$ cat config.mk
export PLATFORM = sky130hd
export DESIGN_NAME = ow_slot_frontend
export DESIGN_NICKNAME = d
export VERILOG_FILES = /design/src/rtl/ow_slot_pkg.sv /design/src/rtl/ow_line_sync.sv /design/src/rtl/ow_low_qualifier.sv /design/src/rtl/ow_holdoff_timer.sv /design/src/rtl/ow_slot_frontend.sv
export SDC_FILE = /design/constraint.sdc
export NUM_CORES = 1
export LEC_CHECK = 0
export BUFFER_PORTS_ARGS = -buffer_cell sky130_fd_sc_hd__buf_2
export CAP_MARGIN = 20
export CORE_UTILIZATION = 35
export DETAILED_ROUTE_END_ITERATION = 8
export GPL_ROUTABILITY_DRIVEN = 0
export PLACE_DENSITY = 0.5
export SYNTH_ARGS = -nofsm -noshare
export SYNTH_HDL_FRONTEND = slang
export SYNTH_SLANG_ARGS = --single-unit
$ cat constraint.sdc
create_clock -name clk -period 1.7 [get_ports clk]
set_input_delay 0.085 -clock clk [delete_from_list [all_inputs] [get_ports clk]]
set_output_delay 0.085 -clock clk [all_outputs]
set_load 0.03 [all_outputs]
$ cat src/rtl/ow_slot_pkg.sv
package ow_slot_pkg;

    // Control state of the slot detector.
    typedef enum logic [1:0] {
        ST_IDLE = 2'd0,   // line high (or being qualified), waiting for a slot
        ST_LOW  = 2'd1,   // slot accepted, line still low
        ST_HOLD = 2'd2    // line back high, hold-off window in progress
    } slot_state_e;

    // One step of the control path: next state plus the strobes it raises.
    typedef struct packed {
        slot_state_e nxt;
        logic        pulse;
        logic        hold_start;
    } slot_step_t;

    function automatic int max_of(input int a, input int b);
        return (a > b) ? a : b;
    endfunction

    function automatic int at_least_one(input int v);
        return (v < 1) ? 1 : v;
    endfunction

    // Next-step rule of the detector.
    function automatic slot_step_t slot_next(
        input slot_state_e cur,
        input logic        line_high,
        input logic        qualified,
        input logic        hold_active
    );
        slot_step_t s;
        s.nxt        = cur;
        s.pulse      = 1'b0;
        s.hold_start = 1'b0;
        unique case (cur)
            ST_IDLE: begin
                if (qualified) begin
                    s.nxt   = ST_LOW;
                    s.pulse = 1'b1;
                end
            end
            ST_LOW: begin
                if (line_high) begin
                    s.nxt        = ST_HOLD;
                    s.hold_start = 1'b1;
                end
            end
            ST_HOLD: begin
                if (!hold_active) begin
                    if (line_high) begin
                        s.nxt = ST_IDLE;
                    end else begin
                        s.nxt   = ST_LOW;
                        s.pulse = 1'b1;
                    end
                end
            end
            default: s.nxt = ST_IDLE;
        endcase
        return s;
    endfunction

endpackage

$ cat src/rtl/ow_line_sync.sv
module ow_line_sync #(
    parameter int   STAGES      = 2,
    parameter logic RESET_LEVEL = 1'b1
) (
    input  logic clk,
    input  logic rst,
    input  logic raw_i,
    output logic sync_o
);
    localparam int N = (STAGES < 1) ? 1 : STAGES;

    logic [N-1:0] chain_q;

    generate
        if (N == 1) begin : g_single
            always_ff @(posedge clk) begin
                if (rst) chain_q <= RESET_LEVEL;
                else     chain_q <= raw_i;
            end
        end else begin : g_chain
            always_ff @(posedge clk) begin
                if (rst) chain_q <= {N{RESET_LEVEL}};
                else     chain_q <= {chain_q[N-2:0], raw_i};
            end
        end
    endgenerate

    assign sync_o = chain_q[N-1];

endmodule

$ cat src/rtl/ow_low_qualifier.sv
module ow_low_qualifier
    import ow_slot_pkg::*;
#(
    parameter int STD_LOW_SAMPLES = 3
) (
    input  logic clk,
    input  logic rst,
    input  logic armed_i,
    input  logic line_i,
    input  logic overdrive_i,
    output logic qualified_o
);
    localparam int NEED = at_least_one(STD_LOW_SAMPLES);
    localparam int RW   = $clog2(NEED + 1);
    localparam logic [RW-1:0] NEED_V = RW'(NEED);

    logic [RW-1:0] run_q;
    logic [RW-1:0] run_inc;

    assign run_inc     = run_q + RW'(1);
    assign qualified_o = armed_i && !line_i && (overdrive_i || (run_inc >= NEED_V));

    // Counts consecutive low samples while waiting for a slot.
    always_ff @(posedge clk) begin
        if (rst || !armed_i || line_i) begin
            run_q <= '0;
        end else if (!qualified_o) begin
            run_q <= run_inc;
        end
    end

    AST_RUN_BELOW_NEED: assert property (@(posedge clk) disable iff (rst)
        run_q < NEED_V);

    AST_RUN_CLEARED_HIGH: assert property (@(posedge clk) disable iff (rst)
        line_i |=> (run_q == '0));

endmodule

$ cat src/rtl/ow_holdoff_timer.sv
module ow_holdoff_timer
    import ow_slot_pkg::*;
#(
    parameter int HOLD_STD_CYC = 8,
    parameter int HOLD_OD_CYC  = 3
) (
    input  logic clk,
    input  logic rst,
    input  logic start_i,
    input  logic overdrive_i,
    output logic active_o
);
    localparam int HMAX = max_of(max_of(HOLD_STD_CYC, HOLD_OD_CYC), 1);
    localparam int HW   = $clog2(HMAX + 1);
    localparam logic [HW-1:0] LEN_STD = HW'(HOLD_STD_CYC);
    localparam logic [HW-1:0] LEN_OD  = HW'(HOLD_OD_CYC);

    logic [HW-1:0] cnt_q;

    always_ff @(posedge clk) begin
        if (rst) begin
            cnt_q <= '0;
        end else if (start_i) begin
            cnt_q <= overdrive_i ? LEN_OD : LEN_STD;
        end else if (cnt_q != '0) begin
            cnt_q <= cnt_q - HW'(1);
        end
    end

    assign active_o = (cnt_q != '0);

    AST_HOLD_LOAD: assert property (@(posedge clk) disable iff (rst)
        start_i |=> (cnt_q == ($past(overdrive_i) ? LEN_OD : LEN_STD)));

    AST_HOLD_DRAIN: assert property (@(posedge clk) disable iff (rst)
        (!start_i && cnt_q != '0) |=> (cnt_q == $past(cnt_q) - HW'(1)));

endmodule

$ cat src/rtl/ow_slot_frontend.sv
module ow_slot_frontend
    import ow_slot_pkg::*;
#(
    parameter int SYNC_STAGES     = 2,
    parameter int STD_LOW_SAMPLES = 3,
    parameter int HOLD_STD_CYC    = 8,
    parameter int HOLD_OD_CYC     = 3
) (
    input  logic clk,
    input  logic rst,
    input  logic line_raw_i,
    input  logic overdrive_i,
    output logic slot_start_o,
    output logic line_filt_o
);
    slot_state_e state_q;
    slot_step_t  step;
    logic        line_s;
    logic        qualified;
    logic        hold_active;
    logic        slot_start_q;

    ow_line_sync #(
        .STAGES      (SYNC_STAGES),
        .RESET_LEVEL (1'b1)
    ) sync_i (
        .clk    (clk),
        .rst    (rst),
        .raw_i  (line_raw_i),
        .sync_o (line_s)
    );

    ow_low_qualifier #(
        .STD_LOW_SAMPLES (STD_LOW_SAMPLES)
    ) qual_i (
        .clk         (clk),
        .rst         (rst),
        .armed_i     (state_q == ST_IDLE),
        .line_i      (line_s),
        .overdrive_i (overdrive_i),
        .qualified_o (qualified)
    );

    ow_holdoff_timer #(
        .HOLD_STD_CYC (HOLD_STD_CYC),
        .HOLD_OD_CYC  (HOLD_OD_CYC)
    ) hold_i (
        .clk         (clk),
        .rst         (rst),
        .start_i     (step.hold_start),
        .overdrive_i (overdrive_i),
        .active_o    (hold_active)
    );

    always_comb begin
        step = slot_next(state_q, line_s, qualified, hold_active);
    end

    always_ff @(posedge clk) begin
        if (rst) begin
            state_q      <= ST_IDLE;
            slot_start_q <= 1'b0;
        end else begin
            state_q      <= step.nxt;
            slot_start_q <= step.pulse;
        end
    end

    assign slot_start_o = slot_start_q;
    assign line_filt_o  = (state_q != ST_LOW);

    AST_RESET_IDLE: assert property (@(posedge clk)
        rst |=> (line_filt_o && !slot_start_o && !hold_active));

    AST_PULSE_ONE_CYCLE: assert property (@(posedge clk) disable iff (rst)
        slot_start_o |=> !slot_start_o);

    AST_FILT_AT_START: assert property (@(posedge clk) disable iff (rst)
        slot_start_o |-> !line_filt_o);

    AST_HOLD_QUIET: assert property (@(posedge clk) disable iff (rst)
        (state_q == ST_HOLD && hold_active) |=> !slot_start_o);

    AST_HOLD_DECIDE: assert property (@(posedge clk) disable iff (rst)
        (state_q == ST_HOLD && !hold_active && !line_s) |=> slot_start_o);

    AST_OD_BYPASS: assert property (@(posedge clk) disable iff (rst)
        (state_q == ST_IDLE && !line_s && overdrive_i) |=> slot_start_o);

endmodule

# Word-level counts from Yosys, hierarchy flattened
# Index checks and enable logic that the tools add are counted.
totals:
  input_bits: 4
  out_inout_bits: 2
  wordCells: 37
  register_bits: 11
op_classes:
  muxes: 12
  n_lt_le_gt_ge: 1
  eq_ne: 6
  addsub: 2
  reduce_logical: 11
ops:
  columns: ["operator", "n"]
  rows:
  - ["4-bit 2-to-1 mux", 3]
  - ["3-bit 2-to-1 mux", 2]
  - ["2-bit case mux with 3 select lines", 1]
  - ["1-bit 2-to-1 mux", 4]
  - ["2-bit by 1-bit inequality test with 1-bit output (second input constant)", 2]
  - ["2-bit inequality test (second input constant)", 2]
  - ["4-bit nonzero test", 1]
  - ["4-bit by 1-bit subtractor with 4-bit output (second input constant)", 1]
  - ["1-bit logical OR", 3]
  - ["3-bit AND reduction", 1]
  - ["2-bit by 1-bit adder with 2-bit output (second input constant)", 1]
  - ["2-bit by 1-bit == test with 1-bit output (second input constant)", 1]
  - ["2-bit == test (second input constant)", 1]
  - ["2-bit >= comparator (second input constant)", 1]
  - ["1-bit logical AND", 2]
  - ["1-bit zero test", 2]
  - ["2-bit zero test", 1]
  - ["2-bit 2-to-1 mux", 1]
  - ["1-bit case mux with 2 select lines", 1]
  - ["2-bit nonzero test", 1]

# Logic depth before layout (Yosys ltp)
# Gate-level depths: netlist (run 1).
depth:
  ltp_word: 6
  ltp_mapped: 7
  mapped_depth_nobuf: 6

# Hierarchy
# Synthesis (run 1) repeated with hierarchy kept, for this count alone.
unflattened:
  hier_cells: 56
  area_unflattened_um2: 525.5
modules_own_cells:
  columns: ["mod", "instances", "area_per_inst_um2", "seq_area_each_um2", "cells_each"]
  rows:
  - ["ow_holdoff_timer", 1, 217.7, 80.1, 22]
  - ["ow_slot_frontend", 1, 146.4, 60.1, 17]
  - ["ow_low_qualifier", 1, 108.9, 40.0, 13]
  - ["ow_line_sync", 1, 52.6, 40.0, 4]

# Worst setup path before layout (run 1)
# No wires, ideal clock.
synth_path:
  kind: "register to register"
  from: "reg hold_i.cnt_q[0]"
  to: "reg hold_i.cnt_q[0]"
  arrival_ns: 1.294
  setup_time_ns: 0.127
  setup_slack_ns: 0.279
  period_less_slack_ns: 1.421
  required_ns: 1.573
  n_path_buf: 1
  stages_incl_launch_ff: 8
  path_cell_list: "dfxtp_1 -> inv_1 -> ha_1 -> or3b_1 -> buf_6 -> xnor2_2 -> nand2_1 -> a21oi_2"
synth_between:
  elab_chain_cells: 3
  word_cells_on_any_way: 5
  cone_classes: "1 x add/sub; 2 x mux; 2 x reduce/logical"
synth_rtl:
  columns: ["element", "line", "source"]
  rows:
  - ["from (decl)", "ow_holdoff_timer.sv:18", "logic [HW-1:0] cnt_q;"]
  - ["from (signal assigned)", "ow_holdoff_timer.sv:24", "cnt_q <= overdrive_i ? LEN_OD : LEN_STD;"]
  - ["from (signal assigned)", "ow_holdoff_timer.sv:26", "cnt_q <= cnt_q - HW'(1);"]
  - ["4-bit by 1-bit subtractor with 4-bit output", "ow_holdoff_timer.sv:26", null]
  - ["4-bit 2-to-1 mux", "ow_holdoff_timer.sv:25", "end else if (cnt_q != '0) begin"]
  - ["4-bit 2-to-1 mux", "ow_holdoff_timer.sv:23", "end else if (start_i) begin"]
# Parallel ways exist; a longest one is shown, timed or not. The select of a mux whose other input is x is not followed.
# A chain may end at the register's enable or synchronous reset.

# Worst setup path in the final report (run 1)
# Ends and elaborated chain as after synthesis.

==> results of run 1 <==
==> worst max-delay path, stage by stage (launching register included) <==
cell and delay [ps]:
sky130_fd_sc_hd__dfxtp_1 310, sky130_fd_sc_hd__inv_1 140, sky130_fd_sc_hd__ha_1 180, sky130_fd_sc_hd__or3b_1 490, sky130_fd_sc_hd__xnor2_2 170, sky130_fd_sc_hd__nand2_1 80, sky130_fd_sc_hd__a21oi_2 130
==> routing by layer <==
metal | vias up | track usage | routed length [um]
met5 | - | 0 | 0
met4 | 0 | 0.0750 | 15
met3 | 2 | 0.0833 | 51
met2 | 12 | 0.187 | 342
met1 | 175 | 0.169 | 479
li1 | 207 | - | -
==> how the worst max path moves through the flow <==
stage | startpoint | to | depth (start not counted) | slack (ps)
finish | hold_i.cnt_q[0] | hold_i.cnt_q[0] | 6 | 150
global route | hold_i.cnt_q[0] | hold_i.cnt_q[1] | 6 | 50
global placement | hold_i.cnt_q[0] | hold_i.cnt_q[0] | 6 | 190
detailed placement | hold_i.cnt_q[0] | hold_i.cnt_q[0] | 6 | 160
CTS | hold_i.cnt_q[0] | hold_i.cnt_q[0] | 6 | 140
floorplan | hold_i.cnt_q[0] | hold_i.cnt_q[0] | 7 | 280
==> kinds of logic after synthesis <==
kind of cell / count (synthesis) / share of synthesized area
xor gates and xnor gates: 3 / 0.0655
buffers and inverters: 6 / 0.0607
DFF: 11 / 0.427
and+or+nand+nor: 23 / 0.245
adders and majority gates: 3 / 0.0728
AOI/OAI and AO/OA: 11 / 0.129
==> flip-flops by register name, indices dropped and copies added, names as in the netlist <==
| signal | flops |
|---|---|
| hold_i.cnt_q | 4 |
| qual_i.run_q | 2 |
| state_q | 2 |
| sync_i.chain_q | 2 |
| slot_start_o | 1 |
==> layout make-up <==
| type | count | area (um2) |
|---|---|---|
| fillers | 132 | 758 |
| clock buffers | 4 | 26.3 |
| repair buffers | 6 | 35.0 |
| well taps | 15 | 18.8 |
| multi-input cells | 40 | 264 |
| flip-flops and latches | 11 | 220 |
| inverters | 3 | 11.3 |
==> synth_stat cells (all sizes together) <==
| master | count |
|---|---|
| nand2b | 3 |
| o31ai | 2 |
| nor2 | 5 |
| o211ai | 1 |
| xnor2 | 3 |
| nand4b | 1 |
| dfxtp | 11 |
| buf | 1 |
| or2 | 2 |
| nand2 | 3 |
| clkbuf | 2 |
| a21oi | 7 |
| nand3b | 2 |
| ha | 3 |
| o21ai | 1 |
| or3 | 1 |
| inv | 3 |
| or3b | 1 |
| nor3 | 5 |
==> power groups by stage <==
| stage | sequential, uW | combinational, uW | clock, uW |
|---|---|---|---|
| CTS | 338 | 338 | 184 |
| global route | 344 | 382 | 201 |
| global placement | 344 | 329 | 0 |
| floorplan | 334 | 336 | 0 |
| finish | 338 | 336 | 175 |
| detailed placement | 343 | 336 | 0 |
==> metrics by stage <==
stage	cells	hold WS, ps
floorplan	57	189
global placement	74	271
detailed placement	74	270
CTS	79	83.8
global route	79	84.3
finish	79	97.1
==> impl_summary.txt, run 1 <==
----------------------------------------------------
[Pwr]
  Clk pwr share ... 0.206
  Switching power of the nets ... 288 uW
  Worst VDD drop ... 0.000735 V
  Total Power Consumption ... 848 uW
  Leakage power total ... 0.000231 uW
  Int Power ... 560 uW
  Proportion of power drawn by combinational gates ... 0.396
  P per Cell Area ... 1470 nW/um2
  Share of power burned in registers ... 0.398
  Switching power as a share of total power ... 0.340

[Floorplanning]
  Core ar. ... 1330 um2
  Initial Util ... 0.386
  Total Die Area ... 1630 um2
  Vertical extent of the die ... 40.4 um
  Site row count ... 13
  Die width ... 40.4 um
  I/O pins ... 6

[STA]
  Max Slew Vio Count ... 0
  Final worst path period need ... 1550 ps
  Tcrit/Tclk final ... 0.914
  Unrepaired setup endpoints after global routing ... false
  Worst slew pin tran ... 276 ps
  Final Hold Viols ... 0
  Highest clock frequency the design can meet ... 644 MHz
  Relative slew margins ... 0.816
  Min setup slack post-route ... 146 ps
  Total negative setup slack ... 0 ps
  Worst clock skew ... 5.58 ps
  Final count of negative-setup-slack endpoints ... 0

[Final layout]
  Post-route cell area ... 576 um2
  Utilization of the core after routing ... 0.432
  Number of antenna cells inserted ... 0
  Area growth from synthesis to layout ... 11.7%
  Most frequent cells in the layout ... sky130_fd_sc_hd__dfxtp_1, sky130_fd_sc_hd__a21oi_1, sky130_fd_sc_hd__nor3_1, sky130_fd_sc_hd__nor2_1, sky130_fd_sc_hd__buf_2
  Leading cell type in the layout, fill and taps excluded ... sky130_fd_sc_hd__dfxtp_1
  Share of post-route cells with drive strength above 1 ... 0.203
  Final net count ... 72

[Setup path]
  Startpoint-to-endpoint class of the critical path ... reg -> reg
  Register-to-register setup slack ... 150 ps
  Crit path required time ... 1900 ps
  Endpoint of the worst-slack reg-to-reg timing path ... hold_i.cnt_q[0]
  R2R depth ... 6
  Launching point of the worst reg2reg path ... hold_i.cnt_q[0]
  Type of element launching the critical path ... flop
  Maximum fanout along the worst path ... 7
  Critical Path Sink Type ... flop
  Arrival @ worst endpoint ... 1750 ps

[Worst hold path]
  Launch point of the worst hold path ... rst
  Min-Delay Path Depth ... 2
  Worst min-delay path category ... in -> reg
  Hold endpoint ... hold_i.cnt_q[0]

[Clocking]
  Post-CTS setup buffer count ... 0
  Clock sink count ... 11
  Hold-fix buffers at CTS ... 1
  Buffers from clock root to sink, at most ... 2
  Clock tree from TritonCTS ... built
  Later-pin clock latency in the skew report ... 260 ps
  TritonCTS Buffers ... 3
  Post-cts resize count ... 0
  Post-CTS clock slew at the launch and capture registers of the worst setup and hold paths ... 60 ps
  CTS H-tree depth ... 1
  Root buffer selected by CTS ... sky130_fd_sc_hd__clkbuf_4

[Global routing]
  Maximum number of pins on one net before global-route repair ... 10
  Wire length of the first global-routing pass ... 1410 um
  Total Routing Usage GR ... 0.139
  Antenna violations before repair ... 0
  Vias in the first global route ... 343
  Gr ovfl total ... 0

[Logic synthesis]
  Area share of the largest cell type after synthesis ... 0.427
  Count of state elements after synthesis ... 11
  Post-Synthesis Cells ... 57
  Netlist area before placement ... 515 um2
  Largest area contributor in the netlist ... sky130_fd_sc_hd__dfxtp_1
  Avg Cell Area, Syn ... 9.04 um2
  Sequential element share of the synthesized area ... 0.427
  Count of synthesis-stage warnings from yosys ... 0
  Number of nets produced by synthesis ... 64
  Number of distinct library cell variants in the gate-level netlist after synthesis ... 22
  Largest cells by area after synthesis ... sky130_fd_sc_hd__dfxtp_1, sky130_fd_sc_hd__ha_1, sky130_fd_sc_hd__a21oi_1

[Place]
  Total half-perimeter wirelength after legalization and detailed placement ... 615 um
  Area post-placement ... 539 um2
  Post-Place Worst Slack ... 162 ps
  Input/output buffers ... 5

[Routing]
  DRT Pass-1 Iters ... 4
  Post-route DRC violation count ... 0
  Avg Vias per Cell ... 5.01
  Routed wire length per instance ... 11.2 um
  Remaining antenna violation count after routing ... 0
  Initial DRC Count ... 13
  Vias after detailed routing ... 396
  Total Routed Length ... 888 um

[Outcome]
  Outcome ... complete, no violations

[Job]
  Number of maximum-capacitance violations ... 0

----------------------------------------------------
Note: power is estimated with default switching activity, not from simulation.
==> run 2: changes to the inputs <==
--- a/config.mk
+++ b/config.mk
@@ -5,6 +5,7 @@
 export SDC_FILE = /design/constraint.sdc
 export NUM_CORES = 1
 export LEC_CHECK = 0
+export ABC_AREA = 1
 export BUFFER_PORTS_ARGS = -buffer_cell sky130_fd_sc_hd__buf_2
 export CAP_MARGIN = 20
 export CORE_UTILIZATION = 35
==> impl_summary.txt, run 2 <==
----------------------------------------------------
[STA]
  Total negative setup slack ... 0 ps (unchanged)
  Tcrit/Tclk final ... 0.729 (-0.185)
  Highest clock frequency the design can meet ... 807 MHz (+25%)
  Worst clock skew ... 6.61 ps (+1.04 ps)
  Unrepaired setup endpoints after global routing ... false
  Final worst path period need ... 1240 ps (-315 ps)
  Relative slew margins ... 0.813 (-0.00342)
  Worst slew pin tran ... 280 ps (+4.10 ps)
  Final Hold Viols ... 0 (unchanged)
  Final count of negative-setup-slack endpoints ... 0 (unchanged)
  Max Slew Vio Count ... 0 (unchanged)

[Final layout]
  Share of post-route cells with drive strength above 1 ... 0.143 (-0.0603)
  Number of filler instances in the final layout ... 157 (+19%)
  Final net count ... 92 (+28%)
  Register ranked first by flip-flop count ... hold_i.cnt_q
  Most frequent cells in the layout ... sky130_fd_sc_hd__nand2_1, sky130_fd_sc_hd__inv_1, sky130_fd_sc_hd__dfxtp_1
  Number of flip-flops in the largest register ... 4 (unchanged)
  Area growth from synthesis to layout ... 14.9%
  Leading cell type in the layout, fill and taps excluded ... sky130_fd_sc_hd__nand2_1
  Number of standard cells in the final layout excluding fillers ... 99 (+25%)
  Number of antenna cells inserted ... 0 (unchanged)

[Setup path]
  Startpoint-to-endpoint class of the critical path ... reg -> reg
  Crit path top cell by count ... sky130_fd_sc_hd__nand2_1
  Crit path required time ... 1870 ps (-30 ps)
  Largest delay contributor family on the critical path ... simple AND/OR/NAND/NOR gates
  Type of element launching the critical path ... flop
  Ordered list of cells on the worst path ... inv_1 > ha_1 > nand2_1 > nor2_1 > nand2_2 > nand2_1 > a21oi_1
  Maximum fanout along the worst path ... 5 (-2)
  Critical path buffer and inverter count ... 1 (unchanged)
  Cell type of the slowest stage on the worst timing path ... sky130_fd_sc_hd__dfxtp_1
  Highest cell delay on the worst timing path ... 310 ps (-180 ps)
  Critical Path Sink Type ... flop
  Arrival @ worst endpoint ... 1410 ps (-340 ps)

[Outcome]
  Outcome ... complete, no violations

[Global routing]
  Vias in the first global route ... 393 (+15%)
  Maximum number of pins on one net before global-route repair ... 9 (-1)
  Antenna violations before repair ... 0 (unchanged)
  Wire length of the first global-routing pass ... 1590 um (+13%)
  Total Routing Usage GR ... 0.157 (+0.0176)
  Gr ovfl total ... 0 (unchanged)

[Logic synthesis]
  Count of synthesis-stage warnings from yosys ... 0 (unchanged)
  Number of flops mapped to enable cells by yosys ... 0 (unchanged)
  Primary FF master, synth ... sky130_fd_sc_hd__dfxtp_1
  Post-Synthesis Cells ... 74 (+30%)
  Sequential element share of the synthesized area ... 0.410 (-0.0169)
  Post-synthesis compound-gate area fraction ... 0.0699 (-0.0587)
  Count of state elements after synthesis ... 11 (unchanged)
  Largest area contributor in the netlist ... sky130_fd_sc_hd__dfxtp_1
  Number of distinct library cell variants in the gate-level netlist after synthesis ... 15 (-32%)
  Most numerous cell in the Yosys netlist ... sky130_fd_sc_hd__nand2_1
  Largest cells by area after synthesis ... sky130_fd_sc_hd__dfxtp_1, sky130_fd_sc_hd__nand2_1, sky130_fd_sc_hd__nand3_1
  Main combinational cell family by area after synthesis ... simple AND/OR/NAND/NOR gates
  Adder-Cell Fraction of Synth Area ... 0.0699 (-0.00289)
  Share of flip-flops with an asynchronous set or reset after synthesis ... 0 (unchanged)
  Basic-gate share of the synthesized area counting and, or, nand and nor cells ... 0.366 (+0.121)
  Commonest cells in the synthesized netlist ... sky130_fd_sc_hd__nand2_1, sky130_fd_sc_hd__inv_1, sky130_fd_sc_hd__dfxtp_1
  Avg Cell Area, Syn ... 7.25 um2 (-20%)
  Area share of the largest cell type after synthesis ... 0.410 (-0.0169)
  Netlist area before placement ... 537 um2 (+4.1%)
  Fraction of synthesized cell area in xor and xnor cells ... 0 (-0.0655)
  Mux contribution to synthesized area ... 0 (unchanged)
  Number of nets produced by synthesis ... 81 (+27%)

[Routing]
  Post-route DRC violation count ... 0 (unchanged)
  Remaining antenna violation count after routing ... 0 (unchanged)
  Avg Vias per Cell ... 4.73 (-5.7%)
  Routed wire length per instance ... 10.4 um (-7.4%)
  Total Routed Length ... 1030 um (+16%)
  Vias after detailed routing ... 468 (+18%)
  Initial DRC Count ... 7 (-6)
  DRT Pass-1 Iters ... 3 (-1)

[Clocking]
  Later-pin clock latency in the skew report ... 280 ps (+20 ps)
  CTS H-tree depth ... 1 (unchanged)
  TritonCTS Buffers ... 3 (unchanged)
  Clock tree from TritonCTS ... built
  Post-CTS clock slew at the launch and capture registers of the worst setup and hold paths ... 80 ps (+20 ps)
  Clock sink count ... 11 (unchanged)
  Buffers from clock root to sink, at most ... 2 (unchanged)
  Root buffer selected by CTS ... sky130_fd_sc_hd__clkbuf_4
  Post-CTS setup buffer count ... 0 (unchanged)

[Job]
  Number of maximum-capacitance violations ... 0 (unchanged)

[Floorplanning]
  Die width ... 41.2 um (+1.9%)
  Core ar. ... 1370 um2 (+2.4%)
  Total Die Area ... 1690 um2 (+3.9%)
  Initial Util ... 0.393 (+0.00637)
  I/O pins ... 6 (unchanged)
  Site row count ... 13 (unchanged)
  Vertical extent of the die ... 41.2 um (+1.9%)

[Pwr]
  Leakage power total ... 0.000309 uW (+34%)
  P per Cell Area ... 1250 nW/um2 (-15%)
  Worst VDD drop ... 0.000664 V (-9.6%)

[Worst hold path]
  Worst min-delay path category ... in -> reg

[Place]
  Placed instance count ... 94 (+27%)
  Input/output buffers ... 5 (unchanged)
  Total half-perimeter wirelength after legalization and detailed placement ... 760 um (+23%)

----------------------------------------------------
[run 2: where the power goes]
part | internal (uW) | total (uW) | switching, uW
registers | 294 | 315 | 20.5
logic | 108 | 270 | 162
clock network | 91.1 | 187 | 96.0
[run 2: final timing paths]
kind | startpoint | end | slack [ps] | cells past startpoint
hold reg to reg | sync_i.chain_q[0] | sync_i.chain_q[1] | 410 | 1
setup / recovery | hold_i.cnt_q[0] | hold_i.cnt_q[1] | 460 | 7
hold / removal | rst | hold_i.cnt_q[0] | 50 | 2
setup reg to reg | hold_i.cnt_q[0] | hold_i.cnt_q[1] | 460 | 7
[run 2: kinds of logic (layout without fill, tap and decap cells)]
logic type	count (synthesis)	after routing
and+or+nand+nor	41	41
adders and majority gates	3	3
buffers and inverters	12	22
DFF	11	11
AOI/OAI and AO/OA	7	7
[run 2: layout make-up]
cell class | count | area [um2] | area share
timing repair buffer | 6 | 35.0 | 0.0568
sequential | 11 | 220 | 0.357
multi-input combinational | 51 | 272 | 0.440
clock buffer | 4 | 26.3 | 0.0426
inverter | 12 | 45.0 | 0.0730
tap | 15 | 18.8 | 0.0304
[run 2: metal layers]
metal	global-route usage	vias up	share of wire
met5	0	-	0
met4	0.145	0	0.021
met3	0.0489	4	0.027
met2	0.230	7	0.43
met1	0.176	201	0.52
li1	-	256	-
[run 2: what timing repair did]
item                                   in CTS  in global routing
hold buffers                                1                  0
gates resized for setup                     0                  0
endpoints found under the hold margin       1                  0
[run 2: per-stage QoR]
step / hold WS [ps] / instance area, um2 / utilization / total power (uW) / worst slack, ps
4_1_cts: 46.1 / 617 / 0.451 / 786 / 454
3_5_place_dp: 272 / 581 / 0.425 / 590 / 470
5_1_grt: 69.5 / 617 / 0.451 / 845 / 308
3_3_place_gp: 271 / 581 / 0.425 / 589 / 496
6_report: 51.7 / 617 / 0.451 / 772 / 461
2_1_floorplan: 154 / 537 / - / 539 / 587
[run 2: worst register-to-register path, delay by kind of cell (launching register included)]
family / cells / cell delay [ps]
buf+inv: 1 / 120
simple gates: 4 / 470
flops: 1 / 310
fa+ha+maj: 1 / 180
compound gates: 1 / 50
==> run 3: changes to the inputs <==
--- a/config.mk
+++ b/config.mk
@@ -5,13 +5,13 @@
 export SDC_FILE = /design/constraint.sdc
 export NUM_CORES = 1
 export LEC_CHECK = 0
-export ABC_AREA = 1
+export ABC_AREA = 0
 export BUFFER_PORTS_ARGS = -buffer_cell sky130_fd_sc_hd__buf_2
 export CAP_MARGIN = 20
 export CORE_UTILIZATION = 35
 export DETAILED_ROUTE_END_ITERATION = 8
 export GPL_ROUTABILITY_DRIVEN = 0
-export PLACE_DENSITY = 0.5
+export PLACE_DENSITY = 0.52
 export SYNTH_ARGS = -nofsm -noshare
 export SYNTH_HDL_FRONTEND = slang
 export SYNTH_SLANG_ARGS = --single-unit
==> constraint.sdc (replaced) <==
create_clock -name clk -period 1 [get_ports clk]
set_input_delay 0.05 -clock clk [delete_from_list [all_inputs] [get_ports clk]]
set_output_delay 0.05 -clock clk [all_outputs]
set_load 0.03 [all_outputs]
==> impl_summary.txt, run 3 (same netlist as run 1, synthesis figures left out) <==
----------------------------------------------------
[Routing]
  Avg Vias per Cell ... 5.00 (+5.8%)
  Vias after detailed routing ... 455 (-2.8%)
  Initial DRC Count ... 3 (-4)
  Routed wire length per instance ... 11.9 um (+15%)
  DRT Pass-1 Iters ... 4 (+1)
  Post-route DRC violation count ... 0 (unchanged)
  Remaining antenna violation count after routing ... 0 (unchanged)
  Total Routed Length ... 1090 um (+5.3%)

[STA]
  Final worst path period need ... 1380 ps (+139 ps)
  Min setup slack post-route ... -379 ps (-839 ps)
  Unrepaired setup endpoints after global routing ... true
  Relative slew margins ... 0.819 (+0.00631)
  Total negative setup slack ... -2200 ps (-2200 ps)
  Worst slew pin tran ... 269 ps (-10.7 ps)
  Tcrit/Tclk final ... 1.38 (+0.650)
  Final count of negative-setup-slack endpoints ... 8 (+8)
  Worst clock skew ... 0.804 ps (-5.81 ps)
  Highest clock frequency the design can meet ... 725 MHz (-10%)
  Final Hold Viols ... 0 (unchanged)
  Max Slew Vio Count ... 0 (unchanged)

[Setup path]
  Critical Path Sink Type ... flop
  R2R depth ... 6 (-1)
  Largest delay contributor family on the critical path ... simple AND/OR/NAND/NOR gates
  Cell type of the slowest stage on the worst timing path ... sky130_fd_sc_hd__or3b_4
  Critical path buffer and inverter count ... 3 (+2)
  Arrival @ worst endpoint ... 1590 ps (+180 ps)
  Register-to-register setup slack ... -380 ps (-840 ps)
  Startpoint-to-endpoint class of the critical path ... reg -> reg
  Type of element launching the critical path ... flop
  Highest cell delay on the worst timing path ... 440 ps (+130 ps)
  Ordered list of cells on the worst path ... inv_4 > ha_4 > or3b_4 > buf_4 > buf_6 > a21oi_2
  Endpoint of the worst-slack reg-to-reg timing path ... slot_start_o
  Maximum fanout along the worst path ... 7 (+2)
  Crit path required time ... 1210 ps (-660 ps)
  Launching point of the worst reg2reg path ... hold_i.cnt_q[0]

[Global routing]
  Total Routing Usage GR ... 0.166 (+0.00969)
  Wire length of the first global-routing pass ... 1680 um (+5.6%)
  Antenna violations before repair ... 0 (unchanged)
  Vias in the first global route ... 398 (+1.3%)
  Met1 global-route usage ... 0.195 (+0.0189)
  Gr ovfl total ... 0 (unchanged)
  Layer with the highest usage after global routing ... met2
  Fraction of met3 tracks used by global routing ... 0.0833 (+0.0344)
  Met2 usage ... 0.238 (+0.00763)
  Maximum number of pins on one net before global-route repair ... 10 (+1)

[Floorplanning]
  Core ar. ... 1330 um2 (-2.4%)
  Vertical extent of the die ... 40.4 um (-1.9%)
  Total Die Area ... 1630 um2 (-3.8%)
  Initial Util ... 0.386 (-0.00637)
  Site row count ... 13 (unchanged)
  Die width ... 40.4 um (-1.9%)
  I/O pins ... 6 (unchanged)

[Pwr]
  P per Cell Area ... 2480 nW/um2 (+98%)
  Leakage power total ... 0.000307 uW (-0.62%)
  Worst VDD drop ... 0.00126 V (+89%)

[Worst hold path]
  Launch point of the worst hold path ... rst
  Hold endpoint ... hold_i.cnt_q[0]
  Worst min-delay path category ... in -> reg
  Min-Delay Path Depth ... 2 (unchanged)

[Final layout]
  Area growth from synthesis to layout ... 48.1%
  Number of antenna cells inserted ... 0 (unchanged)
  Number of flip-flops in the largest register ... 4 (unchanged)
  Number of filler instances in the final layout ... 122 (-22%)
  Most frequent cells in the layout ... sky130_fd_sc_hd__buf_4, sky130_fd_sc_hd__dfxtp_1, sky130_fd_sc_hd__a21oi_1, sky130_fd_sc_hd__dfxtp_2, sky130_fd_sc_hd__buf_2
  Register ranked first by flip-flop count ... hold_i.cnt_q
  Post-route cell area ... 763 um2 (+24%)
  Leading cell type in the layout, fill and taps excluded ... sky130_fd_sc_hd__buf_4
  Utilization of the core after routing ... 0.572 (+0.121)
  Final net count ... 84 (-8.7%)
  Share of post-route cells with drive strength above 1 ... 0.579 (+0.436)

[Place]
  Total half-perimeter wirelength after legalization and detailed placement ... 649 um (-15%)
  Post-Place Worst Slack ... -411 ps (-881 ps)
  Area post-placement ... 627 um2 (+8.0%)
  Input/output buffers ... 5 (unchanged)

[Clocking]
  Root buffer selected by CTS ... sky130_fd_sc_hd__clkbuf_4
  Later-pin clock latency in the skew report ... 270 ps (about the same)
  Post-CTS clock slew at the launch and capture registers of the worst setup and hold paths ... 60 ps (-20 ps)
  Buffers from clock root to sink, at most ... 2 (unchanged)
  TritonCTS Buffers ... 3 (unchanged)
  Clock sink count ... 11 (unchanged)
  CTS H-tree depth ... 1 (unchanged)
  Clock tree from TritonCTS ... built

[Outcome]
  Outcome ... finished, violations left
  Violated checks ... setup timing

[Job]
  Number of maximum-capacitance violations ... 0 (unchanged)

----------------------------------------------------
==> run 3: changes by cell type in the layout (fill, tap and decap cells not counted), moves of 3 or more <==
cell                      before  now
sky130_fd_sc_hd__buf_6         0    3
sky130_fd_sc_hd__nand3_1      10    0
sky130_fd_sc_hd__dfxtp_2       0    4
sky130_fd_sc_hd__buf_4         0   10
sky130_fd_sc_hd__nor2_1        6    3
sky130_fd_sc_hd__a21oi_2       0    3
sky130_fd_sc_hd__nor3_2        0    3
sky130_fd_sc_hd__dfxtp_1      11    6
sky130_fd_sc_hd__inv_1        12    0
sky130_fd_sc_hd__nand2_1      17    3
==> run 3: metrics by stage <==
stage,std cells,total power (uW),hold slack [ps]
6_report,91,1890,61.5
2_1_floorplan,57,1190,154
5_1_grt,91,2020,68.8
3_5_place_dp,83,1340,234
4_1_cts,89,1700,51.4
3_3_place_gp,83,1360,236
==> run 3: final cells by class <==
type / instances / area (um2) / share of cell area
well taps: 15 / 18.8 / 0.0246
inverters: 3 / 13.8 / 0.0180
multi-input cells: 40 / 337 / 0.441
clock buffers: 4 / 26.3 / 0.0344
flip-flops and latches: 11 / 229 / 0.300
repair buffers: 18 / 139 / 0.182
==> run 3: worst max path at each step <==
stage	startpoint	endpoint	slack (ps)	cells past startpoint
after floorplan	hold_i.cnt_q[0]	hold_i.cnt_q[0]	-340	7
after global placement	hold_i.cnt_q[1]	state_q[0]	-380	6
after detailed placement	hold_i.cnt_q[1]	state_q[0]	-410	6
after CTS	hold_i.cnt_q[1]	hold_i.cnt_q[0]	-360	6
after global routing	hold_i.cnt_q[0]	state_q[0]	-430	6
final	hold_i.cnt_q[0]	slot_start_o	-380	6
==> run 3: repair_timing <==
action | in CTS | in global routing
pin swaps | 2 | 6
setup endpoints to repair | 10 | 10
endpoints found under the hold margin | 1 | 0
setup buffers | 1 | 2
hold buffers | 1 | 0
gates resized for setup | 12 | 10
==> run 3: power breakdown <==
group	switching (uW)	total, uW	leakage, uW	internal [uW]
Sequential	68.9	594	0.0000925	525
Combinational	414	997	0.000199	583
Clock	144	299	0.0000150	155
==> run 3: layer usage <==
layer	wire length [um]	share of wire	vias up
met5	0	0	-
li1	-	-	234
met2	526	0.48	12
met3	63	0.058	4
met4	36	0.033	0
met1	460	0.42	205
